File: config.mk
export PLATFORM = sky130hd
export DESIGN_NAME = dce_ctrl
export DESIGN_NICKNAME = d
export VERILOG_FILES = /design/src/rtl/dce_pkg.sv /design/src/rtl/dce_regs.sv /design/src/rtl/dce_clkdiv.sv /design/src/rtl/dce_rst_map.sv /design/src/rtl/dce_ctrl.sv
export SDC_FILE = /design/constraint.sdc
export NUM_CORES = 1
export LEC_CHECK = 0
export BUFFER_PORTS_ARGS = -buffer_cell sky130_fd_sc_hd__buf_4
export CAP_MARGIN = 20
export CORE_MARGIN = 2
export CORE_UTILIZATION = 48
export DETAILED_ROUTE_END_ITERATION = 8
export MAX_ROUTING_LAYER = met4
export PLACE_DENSITY = 0.76
export SYNTH_ARGS = -nofsm -noshare
export SYNTH_HDL_FRONTEND = slang
export SYNTH_SLANG_ARGS = --single-unit
File: constraint.sdc
create_clock -name clk -period 1.85 [get_ports clk]
set_input_delay 0.555 -clock clk [delete_from_list [all_inputs] [get_ports clk]]
set_output_delay 0.555 -clock clk [all_outputs]
set_load 0.05 [all_outputs]
File: src/rtl/dce_pkg.sv
package dce_pkg;

    localparam int DATA_W  = 32;
    localparam int BE_W    = DATA_W / 8;
    localparam int NUM_SUB = 3;
    localparam int DIV_W   = 4;
    localparam int NUM_REGS = 5;

    // sub-block indices
    localparam int SUB_MIX0 = 0;
    localparam int SUB_MIX1 = 1;
    localparam int SUB_WB   = 2;

    typedef enum int {
        REG_MOD_GATE = 0,
        REG_BUS_GATE = 1,
        REG_BUS_RST  = 2,
        REG_DIV      = 3,
        REG_SEL      = 4
    } reg_idx_e;

    typedef struct packed {
        logic [NUM_SUB-1:0]       mod_gate;
        logic [NUM_SUB-1:0]       bus_gate;
        logic [NUM_SUB-1:0]       rst_bit;
        logic [NUM_SUB*DIV_W-1:0] div;
    } ctrl_t;

    function automatic logic [DATA_W-1:0] merge_bytes(
        input logic [DATA_W-1:0] cur,
        input logic [DATA_W-1:0] nxt,
        input logic [BE_W-1:0]   be
    );
        logic [DATA_W-1:0] r;
        r = cur;
        for (int b = 0; b < BE_W; b++) begin
            if (be[b]) r[b*8 +: 8] = nxt[b*8 +: 8];
        end
        return r;
    endfunction

    function automatic logic [DATA_W-1:0] reg_mask(input int idx);
        logic [DATA_W-1:0] m;
        m = '0;
        if (idx == int'(REG_MOD_GATE) || idx == int'(REG_BUS_GATE) ||
            idx == int'(REG_BUS_RST))
            m[NUM_SUB-1:0] = '1;
        else if (idx == int'(REG_DIV))
            m[NUM_SUB*DIV_W-1:0] = '1;
        else if (idx == int'(REG_SEL))
            m = '1;
        return m;
    endfunction

endpackage

File: src/rtl/dce_regs.sv
module dce_regs
    import dce_pkg::*;
#(
    parameter int ADDR_W = 5
) (
    input  logic                clk,
    input  logic                rst,
    input  logic                wr,
    input  logic [ADDR_W-1:0]   addr,
    input  logic [BE_W-1:0]     be,
    input  logic [DATA_W-1:0]   wdata,
    output logic [DATA_W-1:0]   rdata,
    output ctrl_t               ctrl
);
    localparam int IDX_W = ADDR_W - 2;

    logic [DATA_W-1:0] regs_q [NUM_REGS];
    logic [IDX_W-1:0]  idx;
    logic              aligned;
    logic              hit;

    assign idx     = addr[ADDR_W-1:2];
    assign aligned = (addr[1:0] == 2'b00);
    assign hit     = aligned && (int'(idx) < NUM_REGS);

    for (genvar g = 0; g < NUM_REGS; g++) begin : g_reg
        always_ff @(posedge clk) begin
            if (rst) begin
                regs_q[g] <= '0;
            end else if (wr && hit && (idx == IDX_W'(g))) begin
                regs_q[g] <= merge_bytes(regs_q[g], wdata, be) & reg_mask(g);
            end
        end
    end

    always_comb begin
        rdata = '0;
        for (int k = 0; k < NUM_REGS; k++) begin
            if (hit && (idx == IDX_W'(k))) rdata = regs_q[k];
        end
    end

    assign ctrl.mod_gate = regs_q[int'(REG_MOD_GATE)][NUM_SUB-1:0];
    assign ctrl.bus_gate = regs_q[int'(REG_BUS_GATE)][NUM_SUB-1:0];
    assign ctrl.rst_bit  = regs_q[int'(REG_BUS_RST)][NUM_SUB-1:0];
    assign ctrl.div      = regs_q[int'(REG_DIV)][NUM_SUB*DIV_W-1:0];

endmodule

File: src/rtl/dce_clkdiv.sv
module dce_clkdiv
    import dce_pkg::*;
#(
    parameter int W = DIV_W
) (
    input  logic         clk,
    input  logic         rst,
    input  logic         gate,
    input  logic [W-1:0] ratio,
    output logic         en_pulse
);
    logic [W-1:0] cnt_q;
    logic [W-1:0] lim_q;
    logic         wrap;

    assign wrap = (cnt_q == lim_q);

    // The limit is reloaded only while stopped or at a wrap.
    always_ff @(posedge clk) begin
        if (rst || !gate) begin
            cnt_q <= '0;
            lim_q <= ratio;
        end else if (wrap) begin
            cnt_q <= '0;
            lim_q <= ratio;
        end else begin
            cnt_q <= cnt_q + 1'b1;
        end
    end

    assign en_pulse = gate && wrap;

endmodule

File: src/rtl/dce_rst_map.sv
module dce_rst_map
    import dce_pkg::*;
#(
    parameter bit SHARED_WB_RST = 1'b0
) (
    input  logic [NUM_SUB-1:0] rst_bit,
    output logic [NUM_SUB-1:0] rst_n
);
    if (SHARED_WB_RST) begin : g_shared
        always_comb begin
            rst_n           = '0;
            rst_n[SUB_MIX0] = rst_bit[SUB_MIX0];
            rst_n[SUB_MIX1] = rst_bit[SUB_WB];
            rst_n[SUB_WB]   = rst_bit[SUB_WB];
        end
    end else begin : g_split
        assign rst_n = rst_bit;
    end

endmodule

File: src/rtl/dce_ctrl.sv
module dce_ctrl
    import dce_pkg::*;
#(
    parameter bit SHARED_WB_RST = 1'b0,
    parameter int ADDR_W        = 5
) (
    input  logic                clk,
    input  logic                rst,
    input  logic                bus_wr,
    input  logic [ADDR_W-1:0]   bus_addr,
    input  logic [3:0]          bus_be,
    input  logic [31:0]         bus_wdata,
    output logic [31:0]         bus_rdata,
    output logic [2:0]          mod_en,
    output logic [2:0]          bus_en,
    output logic [2:0]          bus_rst_n
);
    ctrl_t ctrl;

    dce_regs #(.ADDR_W(ADDR_W)) u_regs (
        .clk   (clk),
        .rst   (rst),
        .wr    (bus_wr),
        .addr  (bus_addr),
        .be    (bus_be),
        .wdata (bus_wdata),
        .rdata (bus_rdata),
        .ctrl  (ctrl)
    );

    for (genvar s = 0; s < NUM_SUB; s++) begin : g_div
        dce_clkdiv #(.W(DIV_W)) u_div (
            .clk      (clk),
            .rst      (rst),
            .gate     (ctrl.mod_gate[s]),
            .ratio    (ctrl.div[s*DIV_W +: DIV_W]),
            .en_pulse (mod_en[s])
        );
    end

    dce_rst_map #(.SHARED_WB_RST(SHARED_WB_RST)) u_rst (
        .rst_bit (ctrl.rst_bit),
        .rst_n   (bus_rst_n)
    );

    assign bus_en = ctrl.bus_gate;

endmodule

==> out/metrics.cfg, run 1 <==
[global_routing]
grt.overflow.total = 0
grt_usage_pct = 21.2
grt_pass1_wl_um = 13100
grt_max_degree = 27
grt_pass1_vias = 2631
antenna_found_initial = 0

[critical_path]
critPathMaxFanout = 4
regToRegEndpoint = g_div[0].u_div.lim_q[2]
path_cells = buf_4 -> nor2_1 -> buf_4 -> and3_4 -> a221oi_4 -> o21ai_4 -> buf_6
reg2reg_slack_ns = 0.25
cpLargestDelayFamily = buffers and inverters
critPathBufInv = 3
crit_arrival_ns = 1.71
crit_type = in2out
r2r-start = g_div[0].u_div.lim_q[2]
cp-start-kind = primary input
end_kind = output port
max_stage_delay_ns = 0.24
crit_top_cell = buf_4
r2r_cells = 4
cp_slowest_cell = and3_4
crit_required_ns = 1.29

[timing]
hold_viol_final = 0
setup_viol = 35
rsz0062_at_grt = yes
fin_setup_tns_ns = -11.23
fmax_mhz = 441
period_minus_slack_ns = 2.27
slew_violations = 0
setup_ws_ns = -0.418
maxSlewHeadroom_pct = 75.5
finalCritPeriodShare_pct = 123
worstMarginPinSlew_ns = 0.367
clock_skew_ns = 0.0153

[power]
combPwrFrac_pct = 13.2
ir_worst_vdd_v = 0.000543
swShare_pct = 26.5
p_int_mw = 2.81
total_power_mw = 3.82
p_per_area_nw_per_um2 = 704
p_sw_mw = 1.01
pwr-share-clk_pct = 33.7
p_leak_nw = 2.18
pwr-share-seq_pct = 53.1

[cts]
cts_tree = built
cts_root_buf = clkbuf_8
numCtsBuffers = 9
clk_pin_slew_worst_paths_ns = 0.08
htreeDepth = 3
clock_sinks = 77
insertion_delay_ns = 0.36
clockBufferDepth = 2

[placed_design]
port_buffers = 84
dp_hpwl_um = 5710
gp_congestion = 0.816
placed_area_um2 = 4690

[detailed_routing]
drcViolationCount = 0
vias = 2590
first_pass_iters = 4
routed_wl_um = 8820
wl_per_cell_um = 17.4
drt-vias-per-instance = 5.10
drt_iter0_markers = 156
ant_nets = 0

[worst_hold_path]
hp-start = u_regs.regs_q[3][0]
hold_depth = 0
hp-class = reg2reg
hold_end = g_div[0].u_div.lim_q[0]

[logic_synthesis]
synth_cell_types = 37
ys_ff_latch = 77
syn_inst = 297
seq_area_frac_synth_pct = 61.4
synth_nets = 344
avgSynthCellArea_um2 = 12.0
synth_common_cells = edfxtp_1, nor2_1, and2_1
yosys.area.top_type = edfxtp_1
synthTopCellsByArea = edfxtp_1, dfxtp_1, and2_1
yosysWarnings = 0
synth-edff-count = 65
synth_most_common_cell = edfxtp_1
synthDominantCellAreaShare_pct = 54.7
synth_flop_cell = edfxtp_1
mappedNetlistArea_um2 = 3570
async_flop_share_pct = 0

[floorplanning]
core_area_um2 = 7210
start_util_pct = 49.5
ios = 85
die_y_um = 90.2
dieWidth_um = 90.2
die_area_um2 = 8140
rows = 31

[final_layout]
antennaDiodeCount = 0
syn_to_final_growth_pct = 52.1
layout.nets = 451
post-route-cell-area_um2 = 5430
drive_gt1_share_pct = 47.9

[run]
cap_violations = 0

[outcome]
violations = negative setup slack
status = complete, but fails checks

-- power groups by stage --
stage               sequential [mW]  clock (mW)  combinational (mW)
floorplan                      2.05           0               0.248
global placement               2.06           0               0.417
detailed placement             2.06           0               0.424
CTS                            2.03        1.27               0.454
global route                   2.04        1.37               0.536
finish                         2.03        1.29               0.506
-- metal layers --
layer  global-route usage [%]  vias to the layer above  wire length [µm]
met3                     4.61                       10               525
met5                        -                        -                 0
met1                     25.8                     1235              3550
met4                     6.41                        0                97
met2                     35.7                       90              4650
li1                         -                     1255                 -
-- cell type report --
class                   instances  area [µm²]
clock buffers                  10         149
clock inverters                 6        50.0
fillers                       471        1790
inverters                       4        15.0
multi-input cells             192        1580
flip-flops and latches         77        2190
well taps                      99         124
repair buffers                120        1320
-- placed cells by master (no fill, tap or decap), types with 4 or more instances in the layout --
| cell type | instances |
|---|---|
| and3_4 | 22 |
| nand2b_1 | 9 |
| dfxtp_1 | 12 |
| a22o_4 | 9 |
| nor2_1 | 41 |
| clkbuf_8 | 9 |
| buf_12 | 9 |
| buf_4 | 70 |
| a21o_1 | 6 |
| nand3_1 | 4 |
| buf_8 | 29 |
| buf_6 | 9 |
| xor2_1 | 15 |
| clkbuf_16 | 4 |
| nand2_1 | 10 |
| and2_1 | 26 |
| edfxtp_1 | 65 |
| inv_1 | 4 |
-- cell families (layout without fill, tap and decap cells) --
group / Yosys count / count (layout) / synth area share (%)
adders and majority gates: 3 / 3 / 1.05
buffers and inverters: 28 / 140 / 4.45
AOI/OAI and AO/OA: 30 / 30 / 6.10
xor gates and xnor gates: 18 / 18 / 4.42
and+or+nand+nor: 141 / 141 / 22.5
DFF: 77 / 77 / 61.4
-- repair_timing --
| item | CTS | global route |
|---|---|---|
| setup endpoints to repair | 35 | 35 |
| resized for setup | 38 | 58 |
| pin swaps | 5 | 12 |
| buffers inserted | 3 | 5 |
| hold buffers | 0 | 0 |
| cloned | 0 | 4 |
-- stage by stage --
step	hold slack [ns]	setup slack (ns)	std cells	utilization [%]
after global placement	0.442	-0.521	480	64.9
after detailed placement	0.445	-0.548	480	64.9
final	0.468	-0.418	508	75.2
after floorplan	0.417	-0.285	297	-
after global routing	0.477	-0.454	508	75.2
after CTS	0.465	-0.395	499	70.2
-- flip-flops by register name (all words and copies together) (netlist names) --
signal,count
g_div.u_div.lim_q,12
u_regs.regs_q,53
g_div.u_div.cnt_q,12
-- worst max-delay path by stage --
stage / start / to / cells past startpoint
4_1_cts: u_regs.regs_q[0][2] / bus_rdata[2] / 5
3_5_place_dp: bus_addr[4] / bus_rdata[5] / 5
6_report: bus_addr[1] / bus_rdata[1] / 7
5_1_grt: bus_addr[1] / bus_rdata[1] / 7
2_1_floorplan: bus_addr[2] / bus_rdata[2] / 5
3_3_place_gp: bus_addr[4] / bus_rdata[7] / 5
No activity file was read; power rests on OpenSTA's default activity.
==> run 2: changes to the inputs <==
--- a/config.mk
+++ b/config.mk
@@ -7,11 +7,10 @@
 export LEC_CHECK = 0
 export BUFFER_PORTS_ARGS = -buffer_cell sky130_fd_sc_hd__buf_4
 export CAP_MARGIN = 20
-export CORE_MARGIN = 2
-export CORE_UTILIZATION = 48
+export CORE_UTILIZATION = 42
 export DETAILED_ROUTE_END_ITERATION = 8
 export MAX_ROUTING_LAYER = met4
-export PLACE_DENSITY = 0.76
+export PLACE_DENSITY = 0.68
 export SYNTH_ARGS = -nofsm -noshare
 export SYNTH_HDL_FRONTEND = slang
 export SYNTH_SLANG_ARGS = --single-unit
==> constraint.sdc (replaced) <==
create_clock -name clk -period 1.9 [get_ports clk]
set_input_delay 0.57 -clock clk [delete_from_list [all_inputs] [get_ports clk]]
set_output_delay 0.57 -clock clk [all_outputs]
set_load 0.05 [all_outputs]
==> run 2 against run 1 <==
  * The run still ends with negative setup slack left
  * Non-clock buffer count rose by 5
  * Combinational power fell by 2%
  * Critical path depth fell by 2
  * Worst hold slack got worse by 0.011 ns
  * Routed wire length fell by 4.1%
  * Final area rose by 1.4%
  * Clock power fell by 7%
  * Sequential power fell by 3%
  * Largest cell class unchanged
==> out/metrics.cfg, run 2 (same netlist as run 1, synthesis figures left out) <==
[floorplanning]
die_y_um = 94.2  ; +4.4%
rows = 33  ; +6.5%
start_util_pct = 43.4  ; -6.0 points
core_area_um2 = 8220  ; +14%
ios = 85  ; unchanged
die_area_um2 = 8870  ; +9.0%
dieWidth_um = 94.2  ; +4.4%

[detailed_routing]
routed_wl_um = 8460  ; -4.1%
ant_nets = 0  ; unchanged
drt_iter0_markers = 96  ; -38%
drt-vias-per-instance = 5.01  ; -1.8%
first_pass_iters = 5  ; +1
wl_per_cell_um = 16.3  ; -6.3%
vias = 2603  ; +0.50%
drcViolationCount = 0  ; unchanged

[placed_design]
port_buffers = 84  ; unchanged
gp_congestion = 0.862  ; +5.5%
dp_hpwl_um = 5490  ; -3.8%

[final_layout]
top_regs = u_regs.regs_q (53), g_div.u_div.cnt_q (12), g_div.u_div.lim_q (12)
drive_gt1_share_pct = 49.2  ; +1.2 points
largest_reg_flops = 53  ; unchanged
antennaDiodeCount = 0  ; unchanged
fin_util_pct = 67.0  ; -8.2 points
final_cell_mix = buf_4, edfxtp_1, nor2_1
layout.nets = 457  ; +1.3%
top_register = u_regs.regs_q
final_common_cell = buf_4
syn_to_final_growth_pct = 54.3

[power]
p_sw_mw = 0.872  ; -14%
pwr-share-clk_pct = 32.8  ; -0.9 points
ir_worst_vdd_v = 0.000460  ; -15%
p_per_area_nw_per_um2 = 668  ; -5.2%
pwr-share-seq_pct = 53.7  ; +0.6 points
p_int_mw = 2.80  ; -0.14%
swShare_pct = 23.7  ; -2.8 points
combPwrFrac_pct = 13.5  ; +0.3 points
p_leak_nw = 2.21  ; +1.1%

[outcome]
status = complete, but fails checks
violations = negative setup slack

[global_routing]
grt_pass1_wl_um = 13400  ; +2.4%
grt_pass1_vias = 2690  ; +2.2%
antenna_found_initial = 0  ; unchanged
grt.overflow.total = 0  ; unchanged
grt_usage_pct = 21.2  ; about the same
grt_max_degree = 27  ; unchanged

[worst_hold_path]
hp-class = reg2reg
hp-start = u_regs.regs_q[3][0]
hold_depth = 0  ; unchanged
hold_end = g_div[0].u_div.lim_q[0]

[critical_path]
r2r-start = g_div[1].u_div.lim_q[2]
reg2reg_slack_ns = 0.29  ; +0.04 ns
end_kind = output port
crit_type = reg2out
cp-start-kind = flop
r2r_cells = 4  ; unchanged
regToRegEndpoint = g_div[1].u_div.lim_q[1]
crit_required_ns = 1.33  ; +0.04 ns
critPathMaxFanout = 2  ; -2
crit_arrival_ns = 1.69  ; -0.02 ns

[timing]
clock_skew_ns = 0.00979  ; -0.00547 ns
hold_viol_final = 0  ; unchanged
slew_violations = 0  ; unchanged
setup_ws_ns = -0.358  ; +0.0597 ns
setup_viol = 35  ; unchanged
fmax_mhz = 443
fin_setup_tns_ns = -8.96  ; +2.27 ns
finalCritPeriodShare_pct = 119
worstMarginPinSlew_ns = 0.326  ; -0.0404 ns
period_minus_slack_ns = 2.26
maxSlewHeadroom_pct = 78.2  ; +2.7 points
rsz0062_at_grt = yes

[cts]
cts_tree = built
clock_sinks = 77  ; unchanged
cts_root_buf = clkbuf_8
htreeDepth = 3  ; unchanged
numCtsBuffers = 9  ; unchanged
clk_pin_slew_worst_paths_ns = 0.07  ; about the same
insertion_delay_ns = 0.34  ; -0.02 ns
clockBufferDepth = 2  ; unchanged

[run]
cap_violations = 0  ; unchanged

run 2: cell count changes in the layout (fill, tap and decap cells not counted), moves of 3 or more:
cell,before,now
buf_8,29,32
inv_6,3,0
buf_4,70,67
clkbuf_16,4,1
buf_6,9,16
run 2: worst max path at each step:
stage	start	endpoint	slack, ns	cells after the start
2_1_floorplan	bus_addr[2]	bus_rdata[2]	-0.27	5
3_3_place_gp	bus_addr[3]	bus_rdata[0]	-0.43	6
3_5_place_dp	bus_addr[3]	bus_rdata[0]	-0.46	6
4_1_cts	u_regs.regs_q[0][0]	bus_rdata[0]	-0.34	5
5_1_grt	u_regs.regs_q[0][1]	bus_rdata[1]	-0.41	5
6_report	u_regs.regs_q[0][1]	bus_rdata[1]	-0.36	5
run 2: area by class of cell:
cell class	instances	area, µm²
Clock buffer	12	145
Clock inverter	4	47.5
Fill cell	580	2710
Inverter	4	15.0
Multi-Input combinational cell	193	1610
Sequential cell	77	2190
Tap cell	105	131
Timing Repair Buffer	125	1370
run 2: critical path, stage by stage, from the launching register on:
cell and delay (ns):
edfxtp_1 0.38, or3b_4 0.41, a21oi_4 0.19, a221oi_4 0.06, o21ai_4 0.15, buf_6 0.18
run 2: stage by stage:
step                setup WS [ns]  cell area [µm²]  cells  power [mW]  hold WS, ns
floorplan                  -0.265             3860    297        2.23        0.417
global placement           -0.435             4710    486        2.41        0.442
detailed placement         -0.458             4710    486        2.41        0.439
CTS                        -0.343             5420    518        3.68        0.453
global route               -0.407             5510    520        3.81        0.469
finish                     -0.358             5510    520        3.68        0.456
run 2: timing repair:
action,CTS,global route
hold buffers,0,0
cloned,4,1
resized for setup,84,31
setup buffers,13,5
endpoints found under the setup margin,35,73
pin swaps,23,21
run 2: per-layer routing:
layer | part of all wire [%] | GRT usage [%] | wire length [µm]
met1 | 41 | 24.3 | 3430
met5 | 0 | - | 0
met3 | 7.3 | 7.61 | 619
met4 | 0.85 | 5.51 | 72
met2 | 51 | 35.2 | 4340
run 2: power groups by stage:
stage               sequential (mW)  clock [mW]  combinational (mW)
floorplan                      1.99           0               0.242
global placement               2.00           0               0.401
detailed placement             2.01           0               0.407
CTS                            1.97        1.22               0.484
global route                   1.98        1.30               0.530
finish                         1.97        1.20               0.498
